### src/rtl/rpl_pkg.sv
package rpl_pkg;
    localparam int OFS_BITS      = 13;
    localparam int MAX_BANK_BITS = 6;
    localparam int ROM_AW        = OFS_BITS + MAX_BANK_BITS;
endpackage

### src/rtl/rpl_edge_qual.sv
module rpl_edge_qual #(
    parameter int BANK_BITS = 4
) (
    input  logic                 clk,
    input  logic                 rst_n,
    input  logic                 sel_n,
    input  logic                 wr_n,
    input  logic [BANK_BITS-1:0] bank_in,
    output logic                 load,
    output logic [BANK_BITS-1:0] cap_bank
);
    typedef struct packed {
        logic                 wr;
        logic                 sel;
        logic [BANK_BITS-1:0] bank;
    } smp_t;

    smp_t s_d, s_q;

    always_comb begin
        s_d      = s_q;
        s_d.wr   = wr_n;
        s_d.sel  = sel_n;
        s_d.bank = bank_in;
    end

    always_ff @(posedge clk or negedge rst_n) begin
        if (!rst_n) begin
            s_q <= '{wr: 1'b1, sel: 1'b1, bank: '0};
        end else begin
            s_q <= s_d;
        end
    end

    // trailing strobe edge, window selected while the strobe was low
    assign load     = !s_q.wr && wr_n && !s_q.sel;
    assign cap_bank = s_q.bank;
endmodule

### src/rtl/rpl_addr_map.sv
module rpl_addr_map
    import rpl_pkg::*;
#(
    parameter int BANK_BITS = 4
) (
    input  logic [BANK_BITS-1:0] bank,
    input  logic                 inv_mode,
    input  logic [OFS_BITS-1:0]  ofs,
    output logic [ROM_AW-1:0]    rom_addr
);
    logic [BANK_BITS-1:0] bank_lines;

    assign bank_lines = inv_mode ? ~bank : bank;
    assign rom_addr[OFS_BITS-1:0] = ofs;
    assign rom_addr[OFS_BITS +: BANK_BITS] = bank_lines;

    generate
        if (BANK_BITS < MAX_BANK_BITS) begin : g_pad
            assign rom_addr[ROM_AW-1:OFS_BITS+BANK_BITS] = '0;
        end
    endgenerate
endmodule

### src/rtl/rom_page_latch.sv
module rom_page_latch
    import rpl_pkg::*;
#(
    parameter int BANK_BITS = 4
) (
    input  logic                clk,
    input  logic                rst_n,
    input  logic                sel_n,
    input  logic                wr_n,
    input  logic [12:0]         cpu_ofs,
    input  logic                inv_mode,
    output logic [18:0]         rom_addr
);
    typedef struct packed {
        logic [BANK_BITS-1:0] bank;
    } state_t;

    state_t               st_d, st_q;
    logic                 load;
    logic [BANK_BITS-1:0] cap_bank;
    logic [BANK_BITS-1:0] bank_q;

    rpl_edge_qual #(.BANK_BITS(BANK_BITS)) u_qual (
        .clk      (clk),
        .rst_n    (rst_n),
        .sel_n    (sel_n),
        .wr_n     (wr_n),
        .bank_in  (cpu_ofs[BANK_BITS:1]),
        .load     (load),
        .cap_bank (cap_bank)
    );

    always_comb begin
        st_d = st_q;
        if (load) begin
            st_d.bank = cap_bank;
        end
    end

    always_ff @(posedge clk or negedge rst_n) begin
        if (!rst_n) begin
            st_q <= '0;
        end else begin
            st_q <= st_d;
        end
    end

    assign bank_q = st_q.bank;

    rpl_addr_map #(.BANK_BITS(BANK_BITS)) u_map (
        .bank     (bank_q),
        .inv_mode (inv_mode),
        .ofs      (cpu_ofs),
        .rom_addr (rom_addr)
    );
endmodule

### config.mk
export PLATFORM = sky130hd
export DESIGN_NAME = rom_page_latch
export DESIGN_NICKNAME = d
export VERILOG_FILES = /design/src/rtl/rpl_pkg.sv /design/src/rtl/rpl_edge_qual.sv /design/src/rtl/rpl_addr_map.sv /design/src/rtl/rom_page_latch.sv
export SDC_FILE = /design/constraint.sdc
export NUM_CORES = 1
export LEC_CHECK = 0
export BUFFER_PORTS_ARGS = -buffer_cell sky130_fd_sc_hd__clkbuf_2
export CAP_MARGIN = 15
export CORE_MARGIN = 2
export CORE_UTILIZATION = 37
export CTS_CLUSTER_DIAMETER = 150
export DETAILED_ROUTE_END_ITERATION = 10
export PLACE_DENSITY = 0.82
export SYNTH_ARGS = -nofsm -noshare
export SYNTH_HDL_FRONTEND = slang
export SYNTH_HIERARCHICAL = 1
export SYNTH_SLANG_ARGS = --single-unit
### constraint.sdc
create_clock -name clk -period 1.45 [get_ports clk]
set_input_delay 0.2175 -clock clk [delete_from_list [all_inputs] [get_ports clk]]
set_output_delay 0.2175 -clock clk [all_outputs]
set_load 0.01 [all_outputs]
==> metrics.cfg, run 1 <==
[run_status]
status = finished, final reports clean

[floorplan]
start_util = 0.3876
core_area_um2 = 1269
rows = 13
die_w_um = 40.46
io_pins = 37
die_height_um = 40.46
design.die.area_um2 = 1637

[yosys]
synthCells = 39
synth.most_common_cell = buf_4
async_flop_share = 1.000
synthDistinctLibCells = 7
seq_area_frac_synth = 0.5140
synth_common_cells = buf_4 (19), dfrtp_1 (8), mux2_2 (4), xor2_1 (4), dfstp_2 (2)
synth_top_area_share = 0.4071
syn_avg_cell_area_um2 = 12.61
synth_top_cells_by_area = dfrtp_1 (41%), buf_4 (29%), dfstp_2 (11%), mux2_2 (9.2%), xor2_1 (7.1%)
synthesis.area_um2 = 491.7
synth_top_area_cell = dfrtp_1
yosys_warnings = 6
synth_ff_type = dfrtp_1
synth_seq_cells = 10
synth_edf_count = 0

[cells_and_area]
finish.utilization = 0.3846
diodes = 0
layout-drive-gt1-share = 0.6190
nNetsFinal = 61
fin_area_um2 = 488.0
layout.cells.non_filler = 57
syn2layout_area_growth_pct = -0.7634

[drt]
routed_wl_um = 549
first_pass_iters = 1
drtIter0Drc = 0
ant_nets = 0
vias_per_cell = 3.982
drc = 0
vias = 227
routedWlPerCell_um = 9.632

[pwr]
leakage_nw = 0.2426
peakVddDrop_uv = 401.1
powerDensity_nw_per_um2 = 1275

[run]
maxCapViolCount = 0

[place]
io_buffers = 16
gp_congestion = 0.5628
hpwl_um = 451.2
dp.cells = 52
dpl_cell_area_um2 = 451.7

[clock_tree]
root_buffer = clkbuf_4
cts_buffer_depth = 2
htree_levels = 1
post_cts_buffers = 0
numCtsBuffers = 3
clk_latency_ns = 0.25
tritoncts = yes
clock-sinks = 10
path_clk_slew_ns = 0.06

[worst_setup_path]
r2r_start = u_qual/s_q[5]
slowest_delay_ns = 0.37
worstPathCellList = nor3b_2 > mux2_2
crit_path_start_kind = flop
crit_arrival_ns = 1.30
reg2regPathDepth = 2
reg2reg_slack_ns = 0.29
r2r_end = bank_q[0]
path_class = flop to flop
worstPathRequired_ns = 1.58
endpoint_kind = flop
slowest_stage = mux2_2
crit_fanout = 4

[sta]
fin_crit_sh = 0.8018
finalSetupViolCount = 0
layout_min_cycle_time_ns = 1.163
hold_ws_ns = 0.04742
setup_tns_ns = 0
max_freq_mhz = 860.1
finalHoldViolations = 0
rsz0062_at_grt = false
maxSlewViolCount = 0
finClkSkew_ns = 0.004983

[global_routing]
grt_pass1_wl_um = 696
overflow = 0
antenna_found_initial = 0
grt_max_degree = 11
grt_use_total = 0.07365
grt_pass1_vias = 187

[worst_hold_path]
min_from = sel_n
hold_end = u_qual/s_q[4]
whs_path_depth = 1
hold_class = primary input to flop

## state kept, by name, indices dropped and copies added, names as in the netlist
signal,flops
u_qual/s_q,2
bank_q,4
u_qual/cap_bank,4
## layout make-up
cell class,instances,area [um2]
Clock buffer,4,26.28
Fill cell,133,780.7
Sequential cell,10,252.7
Timing Repair Buffer,17,90.09
Tap cell,15,18.77
Multi-Input combinational cell,11,100.1
## layer usage
| metal | track usage | up-vias | wire, um |
|---|---|---|---|
| li1 | - | 107 | - |
| met1 | 0.07167 | 100 | 190 |
| met2 | 0.1071 | 20 | 298 |
| met3 | 0.02222 | 0 | 60 |
| met4 | 0.1000 | 0 | 0 |
| met5 | 0 | - | 0 |
## critical path: cells and delay by family, from the launching register on
kind	cells	cell delay, ns
simple gates	1	0.31
mux	1	0.37
flops	1	0.36
## where the power goes
group          switching [mW]  internal [mW]
Clock                  0.0792          0.105
Sequential             0.0161          0.311
Combinational          0.0531         0.0574
Total                   0.148          0.474
## stage by stage
| step | setup slack (ns) | total power [mW] |
|---|---|---|
| after floorplan | 0.3468 | 0.4327 |
| after global placement | 0.3172 | 0.4385 |
| after detailed placement | 0.2711 | 0.4449 |
| after CTS | 0.2687 | 0.6365 |
| after global routing | 0.2201 | 0.6607 |
| final | 0.2873 | 0.6224 |
## worst max-delay path by stage
stage	from	to	cells after the start	slack, ns
after floorplan	u_qual/s_q[5]	bank_q[0]	2	0.35
after global placement	u_qual/s_q[5]	bank_q[0]	2	0.32
after detailed placement	u_qual/s_q[5]	bank_q[2]	2	0.27
after CTS	u_qual/s_q[5]	bank_q[0]	2	0.27
after global routing	u_qual/s_q[5]	bank_q[3]	2	0.22
final	u_qual/s_q[5]	bank_q[0]	2	0.29
## layout by cell type (no fill, tap or decap)
master / netlist / routed
clkbuf_4: 0 / 3
dlygate4sd3_1: 0 / 1
mux2_2: 4 / 4
clkbuf_2: 0 / 16
xor2_1: 4 / 4
dfstp_2: 2 / 2
clkbuf_1: 0 / 1
conb_1: 1 / 2
dfrtp_1: 8 / 8
nor3b_2: 1 / 1
## cells by family after synthesis
family	Yosys count	share of synthesized area
xor gates and xnor gates	4	0.07124
other	1	0.007626
buffers and inverters	19	0.2901
DFF	10	0.5140
muxes	4	0.09160
and+or+nand+nor	1	0.02544
## repair_timing
item	CTS	global route
hold buffers	1	0
gates resized for setup	0	0
hold endpoints to repair	8	0
No activity file was read; power rests on OpenSTA's default activity.
==> inputs of run 2 (changes only) <==
--- a/config.mk
+++ b/config.mk
@@ -8,10 +8,10 @@
 export BUFFER_PORTS_ARGS = -buffer_cell sky130_fd_sc_hd__clkbuf_2
 export CAP_MARGIN = 15
 export CORE_MARGIN = 2
-export CORE_UTILIZATION = 37
+export CORE_UTILIZATION = 34
 export CTS_CLUSTER_DIAMETER = 150
 export DETAILED_ROUTE_END_ITERATION = 10
-export PLACE_DENSITY = 0.82
+export PLACE_DENSITY = 0.8
 export SYNTH_ARGS = -nofsm -noshare
 export SYNTH_HDL_FRONTEND = slang
 export SYNTH_HIERARCHICAL = 1
==> constraint.sdc (replaced) <==
create_clock -name clk -period 1 [get_ports clk]
set_input_delay 0.15 -clock clk [delete_from_list [all_inputs] [get_ports clk]]
set_output_delay 0.15 -clock clk [all_outputs]
set_load 0.01 [all_outputs]
==> metrics.cfg, run 2 (synthesis results as in run 1) <==
[sta]
maxSlewViolCount = 0  ; unchanged
max_freq_mhz = 890.7  ; was 860.1 MHz
finClkSkew_ns = 0.006656  ; was 0.004983 ns
finalHoldViolations = 0  ; unchanged
setup_ws_ns = -0.1227  ; was 0.2873 ns
rsz0062_at_grt = true  ; was false
fin_crit_sh = 1.123  ; was 0.8018
layout_min_cycle_time_ns = 1.123  ; was 1.163 ns
finalSetupViolCount = 8  ; was 0

[clock_tree]
clk_latency_ns = 0.26  ; was 0.25 ns
root_buffer = clkbuf_4  ; unchanged
cts_buffer_depth = 2  ; unchanged
numCtsBuffers = 3  ; unchanged
htree_levels = 1  ; unchanged
tritoncts = yes  ; unchanged
clock-sinks = 10  ; unchanged
path_clk_slew_ns = 0.06  ; about the same

[drt]
vias_per_cell = 4.127  ; was 3.982
first_pass_iters = 1  ; unchanged
drc = 0  ; unchanged
ant_nets = 0  ; unchanged
vias = 260  ; was 227
routed_wl_um = 684  ; was 549 um
drtIter0Drc = 0  ; unchanged
routedWlPerCell_um = 10.86  ; was 9.632 um

[pwr]
peakVddDrop_uv = 571.5  ; was 401.1 uV
leakage_nw = 0.2717  ; was 0.2426 nW
powerDensity_nw_per_um2 = 1749  ; was 1275 nW/um2

[cells_and_area]
finish.utilization = 0.4099  ; was 0.3846
layout-drive-gt1-share = 0.6042  ; was 0.6190
mostFrequentLayoutCells = clkbuf_2 (12), dfrtp_1 (8)  ; was clkbuf_2 (16), dfrtp_1 (8), mux2_2 (4), xor2_1 (4), clkbuf_4 (3)
diodes = 0  ; unchanged
fin_area_um2 = 546.8  ; was 488.0 um2
final_common_cell = clkbuf_2  ; unchanged
layout.cells.non_filler = 63  ; was 57
syn2layout_area_growth_pct = 11.20  ; was -0.7634%
nNetsFinal = 67  ; was 61

[place]
gp_congestion = 0.6070  ; was 0.5628
io_buffers = 16  ; unchanged
hpwl_um = 519.2  ; was 451.2 um
pre_cts_slack_ns = -0.1299  ; was 0.2711 ns
dp.cells = 52  ; unchanged
dpl_cell_area_um2 = 457.9  ; was 451.7 um2

[floorplan]
core_area_um2 = 1334  ; was 1269 um2
die_w_um = 42.03  ; was 40.46 um
design.die.area_um2 = 1767  ; was 1637 um2
die_height_um = 42.03  ; was 40.46 um
io_pins = 37  ; unchanged
start_util = 0.3687  ; was 0.3876
rows = 13  ; unchanged

[worst_setup_path]
crit_fanout = 4  ; unchanged
r2r_end = bank_q[0]  ; unchanged
endpoint_kind = flop  ; unchanged
crit_start = u_qual/s_q[5]  ; unchanged
crit_path_start_kind = flop  ; unchanged
r2r_start = u_qual/s_q[5]  ; unchanged
path_class = flop to flop  ; unchanged
reg2reg_slack_ns = -0.12  ; was 0.29 ns
crit_arrival_ns = 1.26  ; was 1.30 ns
worstPathRequired_ns = 1.14  ; was 1.58 ns
reg2regPathDepth = 2  ; unchanged
critPathCapture = bank_q[0]  ; unchanged

[global_routing]
antenna_found_initial = 0  ; unchanged
grt_max_degree = 11  ; unchanged
overflow = 0  ; unchanged
grt_pass1_vias = 264  ; was 187
grt_pass1_wl_mm = 1.076  ; was 696 um
grt_use_total = 0.08672  ; was 0.07365

[run_status]
status = finished with violations  ; was finished, final reports clean
violations = negative setup slack

[run]
maxCapViolCount = 0  ; unchanged

[worst_hold_path]
hold_class = primary input to flop  ; unchanged

==> run 2: cell count changes in the layout (fill, tap and decap cells not counted) <==
cell / change
nor3b_2: -1
buf_4: +3
dlygate4sd3_1: +3
buf_2: +4
clkbuf_2: -4
nor3b_4: +1
==> run 2: report_power, final <==
| part | switching [mW] | internal (mW) | leakage (nW) |
|---|---|---|---|
| Sequential | 0.0243 | 0.451 | 0.115 |
| Combinational | 0.0842 | 0.120 | 0.142 |
| Clock | 0.124 | 0.153 | 0.0150 |
==> run 2: layer usage <==
layer / vias to the layer above / routed length (um) / global-route usage
li1: 121 / - / -
met5: - / 0 / 0
met1: 123 / 205 / 0.07123
met3: 2 / 68 / 0.02155
met2: 14 / 404 / 0.1469
met4: 0 / 6 / 0.1125
==> run 2: what timing repair did <==
action | in CTS | in global routing
gates resized for setup | 0 | 4
buffers inserted | 3 | 0
pin swaps | 1 | 1
hold buffers | 4 | 0
endpoints found under the hold margin | 13 | 0
setup endpoints to repair | 8 | 8
==> run 2: area by class of cell <==
type                            count  area [um2]
Fill cell                         141       787.0
Sequential cell                    10       252.7
Tap cell                           15       18.77
Multi-Input combinational cell     11       106.4
Timing Repair Buffer               23       142.6
Clock buffer                        4       26.28
==> run 2: worst min path at each step <==
stage | cells after the start | slack, ns | to | startpoint
after floorplan | 0 | -0.15 | bank_q[0] | rst_n
after global placement | 1 | 0.02 | bank_q[0] | rst_n
after detailed placement | 1 | 0.02 | bank_q[0] | rst_n
after CTS | 1 | 0.009 | u_qual/cap_bank[3] | cpu_ofs[4]
after global routing | 1 | 0.0008 | u_qual/cap_bank[2] | cpu_ofs[3]
final | 1 | 0.02 | u_qual/cap_bank[2] | cpu_ofs[3]
==> run 2: worst max-delay path: stages, from the launching register on <==
cell and delay, ns:
dfstp_2 0.37, nor3b_4 0.27, mux2_2 0.37
==> run 2: per-stage QoR <==
| step | total power [mW] | setup TNS [ns] | hold WS (ns) |
|---|---|---|---|
| 2_1_floorplan | 0.6308 | -0.2817 | -0.1456 |
| 3_3_place_gp | 0.6398 | -0.3699 | 0.01829 |
| 3_5_place_dp | 0.6481 | -0.5033 | 0.01962 |
| 4_1_cts | 0.9782 | -0.8190 | 0.009059 |
| 5_1_grt | 1.026 | -1.134 | 0.0008192 |
| 6_report | 0.9563 | -0.6972 | 0.01826 |
